**src/rtl/lsc_pkg.sv**
```systemverilog
package lsc_pkg;

  localparam logic [7:0] OP_LOAD  = 8'h01;
  localparam logic [7:0] OP_STORE = 8'h02;
  localparam logic [7:0] OP_ADD   = 8'h10;
  localparam logic [7:0] OP_SUB   = 8'h11;
  localparam logic [7:0] OP_MUL   = 8'h12;
  localparam logic [7:0] OP_HALT  = 8'hFF;

  typedef enum logic [1:0] {
    ALU_ADD,
    ALU_SUB,
    ALU_MUL
  } alu_op_e;

  typedef enum logic [2:0] {
    S_FREQ,
    S_FCAP,
    S_EXEC,
    S_LREQ,
    S_LCAP,
    S_LWB,
    S_STORE,
    S_HALT
  } state_e;

  function automatic logic is_mem_op(input logic [7:0] op);
    return (op == OP_LOAD) || (op == OP_STORE);
  endfunction

  function automatic logic is_alu_op(input logic [7:0] op);
    return (op == OP_ADD) || (op == OP_SUB) || (op == OP_MUL);
  endfunction

endpackage

```
**src/rtl/lsc_regfile.sv**
```systemverilog
module lsc_regfile #(
  parameter int NREG = 8,
  parameter int XLEN = 32,
  localparam int IW  = $clog2(NREG)
) (
  input  logic            clk_i,
  input  logic            rst_ni,
  input  logic [IW-1:0]   ra_i,
  input  logic [IW-1:0]   rb_i,
  output logic [XLEN-1:0] rda_o,
  output logic [XLEN-1:0] rdb_o,
  input  logic            we_i,
  input  logic [IW-1:0]   wa_i,
  input  logic [XLEN-1:0] wd_i
);

  logic [XLEN-1:0] regs [NREG];

  for (genvar g = 0; g < NREG; g++) begin : g_reg
    always_ff @(posedge clk_i or negedge rst_ni) begin
      if (!rst_ni)                       regs[g] <= '0;
      else if (we_i && wa_i == IW'(g))   regs[g] <= wd_i;
    end
  end

  // combinational reads: sources seen before the write edge (old values)
  assign rda_o = regs[ra_i];
  assign rdb_o = regs[rb_i];

  a_r2_write_lands: assert property (@(posedge clk_i) disable iff (!rst_ni)
    we_i |=> regs[$past(wa_i)] == $past(wd_i));

endmodule

```
**src/rtl/lsc_alu.sv**
```systemverilog
module lsc_alu
  import lsc_pkg::*;
#(
  parameter int XLEN = 32
) (
  input  alu_op_e         op_i,
  input  logic [XLEN-1:0] a_i,
  input  logic [XLEN-1:0] b_i,
  output logic [XLEN-1:0] res_o
);

  always_comb begin
    unique case (op_i)
      ALU_SUB: res_o = a_i - b_i;
      ALU_MUL: res_o = a_i * b_i;
      default: res_o = a_i + b_i;
    endcase
  end

endmodule

```
**src/rtl/lsc_ctrl.sv**
```systemverilog
module lsc_ctrl
  import lsc_pkg::*;
#(
  parameter int NREG = 8,
  parameter int XLEN = 32,
  parameter int AW   = 24,
  localparam int IW      = $clog2(NREG),
  localparam int WB      = XLEN / 8,
  localparam int DW      = $clog2(WB),
  localparam int MEM_LEN = (8 + IW + AW + 7) / 8,
  localparam int REG_LEN = (8 + 3 * IW + 7) / 8,
  localparam int IB_W    = MEM_LEN * 8,
  localparam int RB_W    = REG_LEN * 8,
  localparam int BCW     = $clog2(MEM_LEN + 1)
) (
  input  logic            clk_i,
  input  logic            rst_ni,
  output logic [AW-1:0]   mem_addr_o,
  output logic            mem_rd_o,
  output logic            mem_we_o,
  output logic [7:0]      mem_wdata_o,
  input  logic [7:0]      mem_rdata_i,
  output logic            halted_o,
  output logic [IW-1:0]   rf_ra_o,
  output logic [IW-1:0]   rf_rb_o,
  input  logic [XLEN-1:0] rf_rda_i,
  output logic            rf_we_o,
  output logic [IW-1:0]   rf_wa_o,
  output logic [XLEN-1:0] rf_wd_o,
  output alu_op_e         alu_op_o,
  input  logic [XLEN-1:0] alu_res_i
);

  state_e          state_q;
  logic [AW-1:0]   pc_q;
  logic [BCW-1:0]  bcnt_q;
  logic [DW-1:0]   dcnt_q;
  logic [7:0]      op_q;
  logic [IB_W-1:0] ibuf_q;
  logic [XLEN-1:0] ld_q;

  // instruction fields, packed from the top of each format
  logic [IW-1:0]   m_reg, r_rd, r_sa, r_sb;
  logic [AW-1:0]   m_addr;
  assign m_reg  = ibuf_q[IB_W-9 -: IW];
  assign m_addr = ibuf_q[IB_W-9-IW -: AW];
  assign r_rd   = ibuf_q[RB_W-9 -: IW];
  assign r_sa   = ibuf_q[RB_W-9-IW -: IW];
  assign r_sb   = ibuf_q[RB_W-9-2*IW -: IW];

  // length decode: opcode comes from the port on the first byte
  logic [7:0]     cur_op;
  logic [BCW-1:0] need_len;
  assign cur_op = (bcnt_q == '0) ? mem_rdata_i : op_q;
  always_comb begin
    if (is_mem_op(cur_op))      need_len = BCW'(MEM_LEN);
    else if (is_alu_op(cur_op)) need_len = BCW'(REG_LEN);
    else                        need_len = '0;
  end

  logic [XLEN-1:0] st_word;
  assign st_word = rf_rda_i >> {DW'(WB - 1) - dcnt_q, 3'b000};

  always_comb begin
    unique case (op_q)
      OP_SUB:  alu_op_o = ALU_SUB;
      OP_MUL:  alu_op_o = ALU_MUL;
      default: alu_op_o = ALU_ADD;
    endcase
  end

  assign rf_ra_o  = (op_q == OP_STORE) ? m_reg : r_sa;
  assign rf_rb_o  = r_sb;
  assign halted_o = (state_q == S_HALT);

  always_comb begin
    mem_addr_o  = '0;
    mem_rd_o    = 1'b0;
    mem_we_o    = 1'b0;
    mem_wdata_o = '0;
    rf_we_o     = 1'b0;
    rf_wa_o     = m_reg;
    rf_wd_o     = ld_q;
    unique case (state_q)
      S_FREQ: begin
        mem_rd_o   = 1'b1;
        mem_addr_o = pc_q + AW'(bcnt_q);
      end
      S_EXEC: begin
        if (is_alu_op(op_q)) begin
          rf_we_o = 1'b1;
          rf_wa_o = r_rd;
          rf_wd_o = alu_res_i;
        end
      end
      S_LREQ: begin
        mem_rd_o   = 1'b1;
        mem_addr_o = m_addr + AW'(dcnt_q);
      end
      S_LWB: rf_we_o = 1'b1;
      S_STORE: begin
        mem_we_o    = 1'b1;
        mem_addr_o  = m_addr + AW'(dcnt_q);
        mem_wdata_o = st_word[7:0];
      end
      default: ;
    endcase
  end

  always_ff @(posedge clk_i or negedge rst_ni) begin
    if (!rst_ni) begin
      state_q <= S_FREQ;
      pc_q    <= '0;
      bcnt_q  <= '0;
      dcnt_q  <= '0;
      op_q    <= '0;
      ibuf_q  <= '0;
      ld_q    <= '0;
    end else begin
      unique case (state_q)
        S_FREQ: state_q <= S_FCAP;
        S_FCAP: begin
          ibuf_q <= {ibuf_q[IB_W-9:0], mem_rdata_i};
          if (bcnt_q == '0) op_q <= mem_rdata_i;
          if (need_len == '0) begin
            state_q <= S_HALT;
          end else if (bcnt_q + BCW'(1) == need_len) begin
            bcnt_q  <= '0;
            state_q <= S_EXEC;
          end else begin
            bcnt_q  <= bcnt_q + BCW'(1);
            state_q <= S_FREQ;
          end
        end
        S_EXEC: begin
          dcnt_q <= '0;
          if (is_alu_op(op_q)) begin
            pc_q    <= pc_q + AW'(REG_LEN);
            state_q <= S_FREQ;
          end else if (op_q == OP_LOAD) begin
            state_q <= S_LREQ;
          end else begin
            state_q <= S_STORE;
          end
        end
        S_LREQ: state_q <= S_LCAP;
        S_LCAP: begin
          ld_q <= {ld_q[XLEN-9:0], mem_rdata_i};
          if (dcnt_q == DW'(WB - 1)) begin
            dcnt_q  <= '0;
            state_q <= S_LWB;
          end else begin
            dcnt_q  <= dcnt_q + DW'(1);
            state_q <= S_LREQ;
          end
        end
        S_LWB: begin
          pc_q    <= pc_q + AW'(MEM_LEN);
          state_q <= S_FREQ;
        end
        S_STORE: begin
          if (dcnt_q == DW'(WB - 1)) begin
            dcnt_q  <= '0;
            pc_q    <= pc_q + AW'(MEM_LEN);
            state_q <= S_FREQ;
          end else begin
            dcnt_q  <= dcnt_q + DW'(1);
          end
        end
        default: state_q <= S_HALT;
      endcase
    end
  end

  a_r10_store_only_writes: assert property (@(posedge clk_i) disable iff (!rst_ni)
    mem_we_o |-> (op_q == OP_STORE));

  a_r8_halt_quiet: assert property (@(posedge clk_i) disable iff (!rst_ni)
    halted_o |-> (!mem_rd_o && !mem_we_o));

  a_r8_halt_sticky: assert property (@(posedge clk_i) disable iff (!rst_ni)
    halted_o |=> halted_o);

  a_r7_pc_step: assert property (@(posedge clk_i) disable iff (!rst_ni)
    (pc_q != $past(pc_q)) |->
      ((pc_q - $past(pc_q)) == AW'(REG_LEN) || (pc_q - $past(pc_q)) == AW'(MEM_LEN)));

  a_r9_undef_halts: assert property (@(posedge clk_i) disable iff (!rst_ni)
    (state_q == S_FCAP && bcnt_q == '0 && !is_mem_op(mem_rdata_i) && !is_alu_op(mem_rdata_i))
      |=> halted_o);

endmodule

```
**src/rtl/lsc_core.sv**
```systemverilog
module lsc_core
  import lsc_pkg::*;
#(
  parameter int NREG = 8,
  parameter int XLEN = 32,
  parameter int AW   = 24
) (
  input  logic          clk_i,
  input  logic          rst_ni,
  output logic [AW-1:0] mem_addr_o,
  output logic          mem_rd_o,
  output logic          mem_we_o,
  output logic [7:0]    mem_wdata_o,
  input  logic [7:0]    mem_rdata_i,
  output logic          halted_o
);

  localparam int IW = $clog2(NREG);

  logic [IW-1:0]   ra, rb, wa;
  logic [XLEN-1:0] rda, rdb, wd, alu_res;
  logic            we;
  alu_op_e         alu_op;

  lsc_ctrl #(.NREG(NREG), .XLEN(XLEN), .AW(AW)) u_ctrl (
    .clk_i       (clk_i),
    .rst_ni      (rst_ni),
    .mem_addr_o  (mem_addr_o),
    .mem_rd_o    (mem_rd_o),
    .mem_we_o    (mem_we_o),
    .mem_wdata_o (mem_wdata_o),
    .mem_rdata_i (mem_rdata_i),
    .halted_o    (halted_o),
    .rf_ra_o     (ra),
    .rf_rb_o     (rb),
    .rf_rda_i    (rda),
    .rf_we_o     (we),
    .rf_wa_o     (wa),
    .rf_wd_o     (wd),
    .alu_op_o    (alu_op),
    .alu_res_i   (alu_res)
  );

  lsc_regfile #(.NREG(NREG), .XLEN(XLEN)) u_rf (
    .clk_i  (clk_i),
    .rst_ni (rst_ni),
    .ra_i   (ra),
    .rb_i   (rb),
    .rda_o  (rda),
    .rdb_o  (rdb),
    .we_i   (we),
    .wa_i   (wa),
    .wd_i   (wd)
  );

  lsc_alu #(.XLEN(XLEN)) u_alu (
    .op_i  (alu_op),
    .a_i   (rda),
    .b_i   (rdb),
    .res_o (alu_res)
  );

  a_r3_no_rd_with_wr: assert property (@(posedge clk_i) disable iff (!rst_ni)
    !(mem_rd_o && mem_we_o));

endmodule

```
**config.mk**
```make
export PLATFORM = sky130hd
export DESIGN_NAME = lsc_core
export DESIGN_NICKNAME = d
export VERILOG_FILES = /design/src/rtl/lsc_pkg.sv /design/src/rtl/lsc_regfile.sv /design/src/rtl/lsc_alu.sv /design/src/rtl/lsc_ctrl.sv /design/src/rtl/lsc_core.sv
export SDC_FILE = /design/constraint.sdc
export NUM_CORES = 2
export LEC_CHECK = 0
export ABC_AREA = 1
export BUFFER_PORTS_ARGS = -buffer_cell sky130_fd_sc_hd__buf_2
export CAP_MARGIN = 20
export CORE_UTILIZATION = 50
export CTS_CLUSTER_DIAMETER = 80
export DETAILED_ROUTE_END_ITERATION = 12
export HOLD_SLACK_MARGIN = 0.12
export PLACE_DENSITY_LB_ADDON = 0.15
export SLEW_MARGIN = 20
export SYNTH_ARGS = -nofsm -noshare
export SYNTH_HDL_FRONTEND = slang
export SYNTH_SLANG_ARGS = --single-unit
export TNS_END_PERCENT = 10
```
**constraint.sdc**
```tcl
create_clock -name clk_i -period 9.55 [get_ports clk_i]
set_input_delay 1.91 -clock clk_i [delete_from_list [all_inputs] [get_ports clk_i]]
set_output_delay 1.91 -clock clk_i [all_outputs]
set_load 0.02 [all_outputs]
```
==> key figures <==
Outcome
  – Status: finished, final reports clean

Global route
  – Largest net degree at the start of global routing: 129
  – Initial antenna violation count: 5
  – First-pass GRT wire length: 226,000 um
  – GRT Residual Overflow: 0
  – Vias in the first global route: 36,300
  – Tot GR Track Use: 38.8%

Synth
  – Distinct cells, synth: 67
  – Synth top area share: 23.1%
  – Part of the Yosys area used for sequential elements: 23.1%
  – Top-count cell post-synth: nand2_1
  – Post-synth EDFFs: 0
  – Synthesized area: 0.0390 mm^2
  – Area leader, netlist: dfrtp_1
  – Mapped Cells: 5,369
  – Most frequent cells after synthesis: 1,556 x nand2_1, 710 x inv_1, 488 x nor2_1
  – Syn Area/Cell: 7.26 um^2
  – Asr flop ratio synth: 100%
  – Synth warn: 0
  – Register bit total from synthesis: 360
  – Top FF cell, synth: dfrtp_1
  – Mapped Nets: 5,956
  – Top cells by area, synth: dfrtp_1 23%, fa_1 21%, nand2_1 15%, inv_1 6.8%, ha_1 5.3%

STA
  – Final Max Slew Viols: 0
  – Fin Hold WS: 470 ps
  – Final hold vios: 0
  – Final Cycle Share: 96.0%
  – Clock skew: 26.0 ps
  – Slew headroom: 29.6%
  – Final WS setup: 384 ps
  – Worst-Margin Slew: 1050 ps
  – Setup violation total in the final timing report: 0
  – Minimum clock period: 9170 ps
  – Fmax: 0.109 GHz
  – Unrepaired setup endpoints after global routing: true

Power
  – Comb power frac: 1.2%
  – Share of power burned in registers: 50.5%
  – VDD IR max: 162 uV
  – Switch Pwr: 0.000676 W
  – Int Pwr: 0.00235 W
  – Power Density: 71.8 mW/mm^2
  – Pleak: 20.6 nW
  – Clock group share of total power: 48.3%
  – Sw Ratio: 22.4%
  – Power, Total: 0.00302 W

Clocking
  – Clk_lat worst skew: 560 ps
  – CTS tree: done
  – TritonCTS Buffers: 38
  – H-tree depth: 2
  – Clock transition at path regs: 60 ps
  – Clk sinks: 360
  – Root Buffer: clkbuf_16
  – CTS Hold Bufs: 0
  – Clock Path Buffers: 3
  – Post-CTS setup buffers: 0

Route
  – DRC viols: 0
  – Wire per inst: 23.4 um
  – Via-to-Cell Ratio: 5.76
  – Vias: 37,100
  – Antenna-violating nets left: 0
  – Post-Route WL: 150,000 um
  – DR iter-0 viols: 3,978
  – Router iterations before antenna repair: 6

Place
  – DP Worst Slack: 418 ps
  – # port buffers: 44
  – Placed insts: 6,373
  – Dpl cell area: 0.0408 mm^2
  – Post-detail-place hpwl: 114,000 um
  – Final Wtd Congestion: 1.04

Worst setup path
  – Worst path max stage delay: 540 ps
  – Required @ worst endpoint: 10,010 ps
  – CP max-delay cell: fa_1
  – Most common cell on crit path: nand2_1
  – Critical path class: reg2reg
  – CP endpoint kind: flip-flop
  – Critical Path AT: 9620 ps
  – Worst-path maximum fanout: 32
  – CP Launch Type: flip-flop

Finish
  – Layout Area Growth over Synthesis: 8.08%
  – Proportion of layout cells with a drive suffix above 1: 7.15%
  – Design Area, Final: 0.0421 mm^2
  – NumNets Final: 5,970
  – Post-route insts no fill: 6,442

Worst hold path
  – Hold Path Class: reg2reg

Die
  – Initial core utilization: 51.0%
  – Rows: 101
  – Die Height: 281 um
  – Die area: 0.0790 mm^2
  – Die X: 281 um
  – IO Pins: 45
  – Core area: 0.0765 mm^2

Job
  – Max cap viols: 0
cell usage in the layout (no fill, tap or decap), types with 11 or more instances in the layout:
master and n:
clkinv_2 11, nand3_1 406, clkinv_1 19, xor2_1 63
ha_1 165, buf_2 43, clkbuf_16 41, fa_1 412
inv_1 705, inv_2 14, or2_2 12, nor2_1 484
a21oi_1 223, nand2_1 1551, a32o_1 43, nand4_1 13
xnor2_1 18, nand2_2 13, o21ai_0 380, dfrtp_1 359
buf_4 183, a31oi_1 15, nor3_1 39, o21ai_1 34
worst paths after layout:
kind                       depth (start not counted)         endpoint  slack (ps)       startpoint
max                                               39   u_rf.regs[220]         380   u_ctrl.op_q[2]
min in group asynchronous                          1   u_rf.regs[101]        1390           rst_ni
max reg2reg                                       39   u_rf.regs[220]         380   u_ctrl.op_q[2]
min reg2reg                                        2  u_ctrl.ld_q[26]         470  u_ctrl.ld_q[26]
min                                                2  u_ctrl.ld_q[26]         470  u_ctrl.ld_q[26]
max in group asynchronous                          2    u_rf.regs[50]        6690           rst_ni
logic make-up after synthesis:
group	Yosys count	share of synthesized area, %
adder cells (fa/ha/maj)	577	26.5
XOR/XNOR	81	1.82
multiplexers	2	0.0578
flip-flops	360	23.1
AND/OR/NAND/NOR	2566	26.9
AO/OA/AOI/OAI	781	11.4
buffers and inverters	1002	10.2
power groups by stage:
stage / clock network, W / logic (W) / registers (W)
after floorplan: 0 / 0.00000117 / 0.00155
after global placement: 0 / 0.0000380 / 0.00155
after detailed placement: 0 / 0.0000380 / 0.00155
after CTS: 0.00148 / 0.0000380 / 0.00153
after global routing: 0.00153 / 0.0000423 / 0.00152
final: 0.00146 / 0.0000360 / 0.00153
layout make-up:
type	instances	area (um^2)
diodes	2	5.00
clock buffers	54	1110
clock inverters	13	80.1
fillers	7450	34400
inverters	741	2790
multi-input cells	4007	26100
flip-flops and latches	360	9010
well taps	1030	1290
repair buffers	235	1760
registers in the layout, summed over array words and instances, names as in the netlist:
name            flops
u_ctrl.bcnt_q       3
u_ctrl.dcnt_q       2
u_ctrl.ibuf_q      32
u_ctrl.ld_q        32
u_ctrl.op_q         8
u_ctrl.pc_q        24
u_ctrl.state_q      3
u_rf.regs         256
worst max-delay path, delay by kind of cell, from the launching register on:
family / cells / cell delay [ps]
DFF: 1 / 380
and+or+nand+nor: 19 / 2420
AOI/OAI and AO/OA: 5 / 1100
buffers and inverters: 6 / 1020
adders and majority gates: 9 / 4090
per-stage QoR:
stage | util (%) | TNS [ps]
floorplan | - | 0
global placement | 53.4 | 0
detailed placement | 53.4 | 0
CTS | 55.0 | 0
global route | 55.1 | -39.2
finish | 55.1 | 0
metal layers:
layer / routed length, um / vias up / GRT usage, % / part of all wire (%)
met5: 30 / - / 0 / 0.020
met4: 9490 / 6 / 21.5 / 6.3
met3: 13500 / 451 / 7.50 / 9.0
met2: 68100 / 1805 / 62.3 / 45
met1: 59400 / 18000 / 49.1 / 39
li1: - / 16900 / - / -
what timing repair did:
action | 4_1_cts | 5_1_grt
hold endpoints to repair | 0 | 0
gates resized for setup | 0 | 13
endpoints found under the setup margin | 0 | 64
Note: power is estimated with default switching activity, not from simulation.
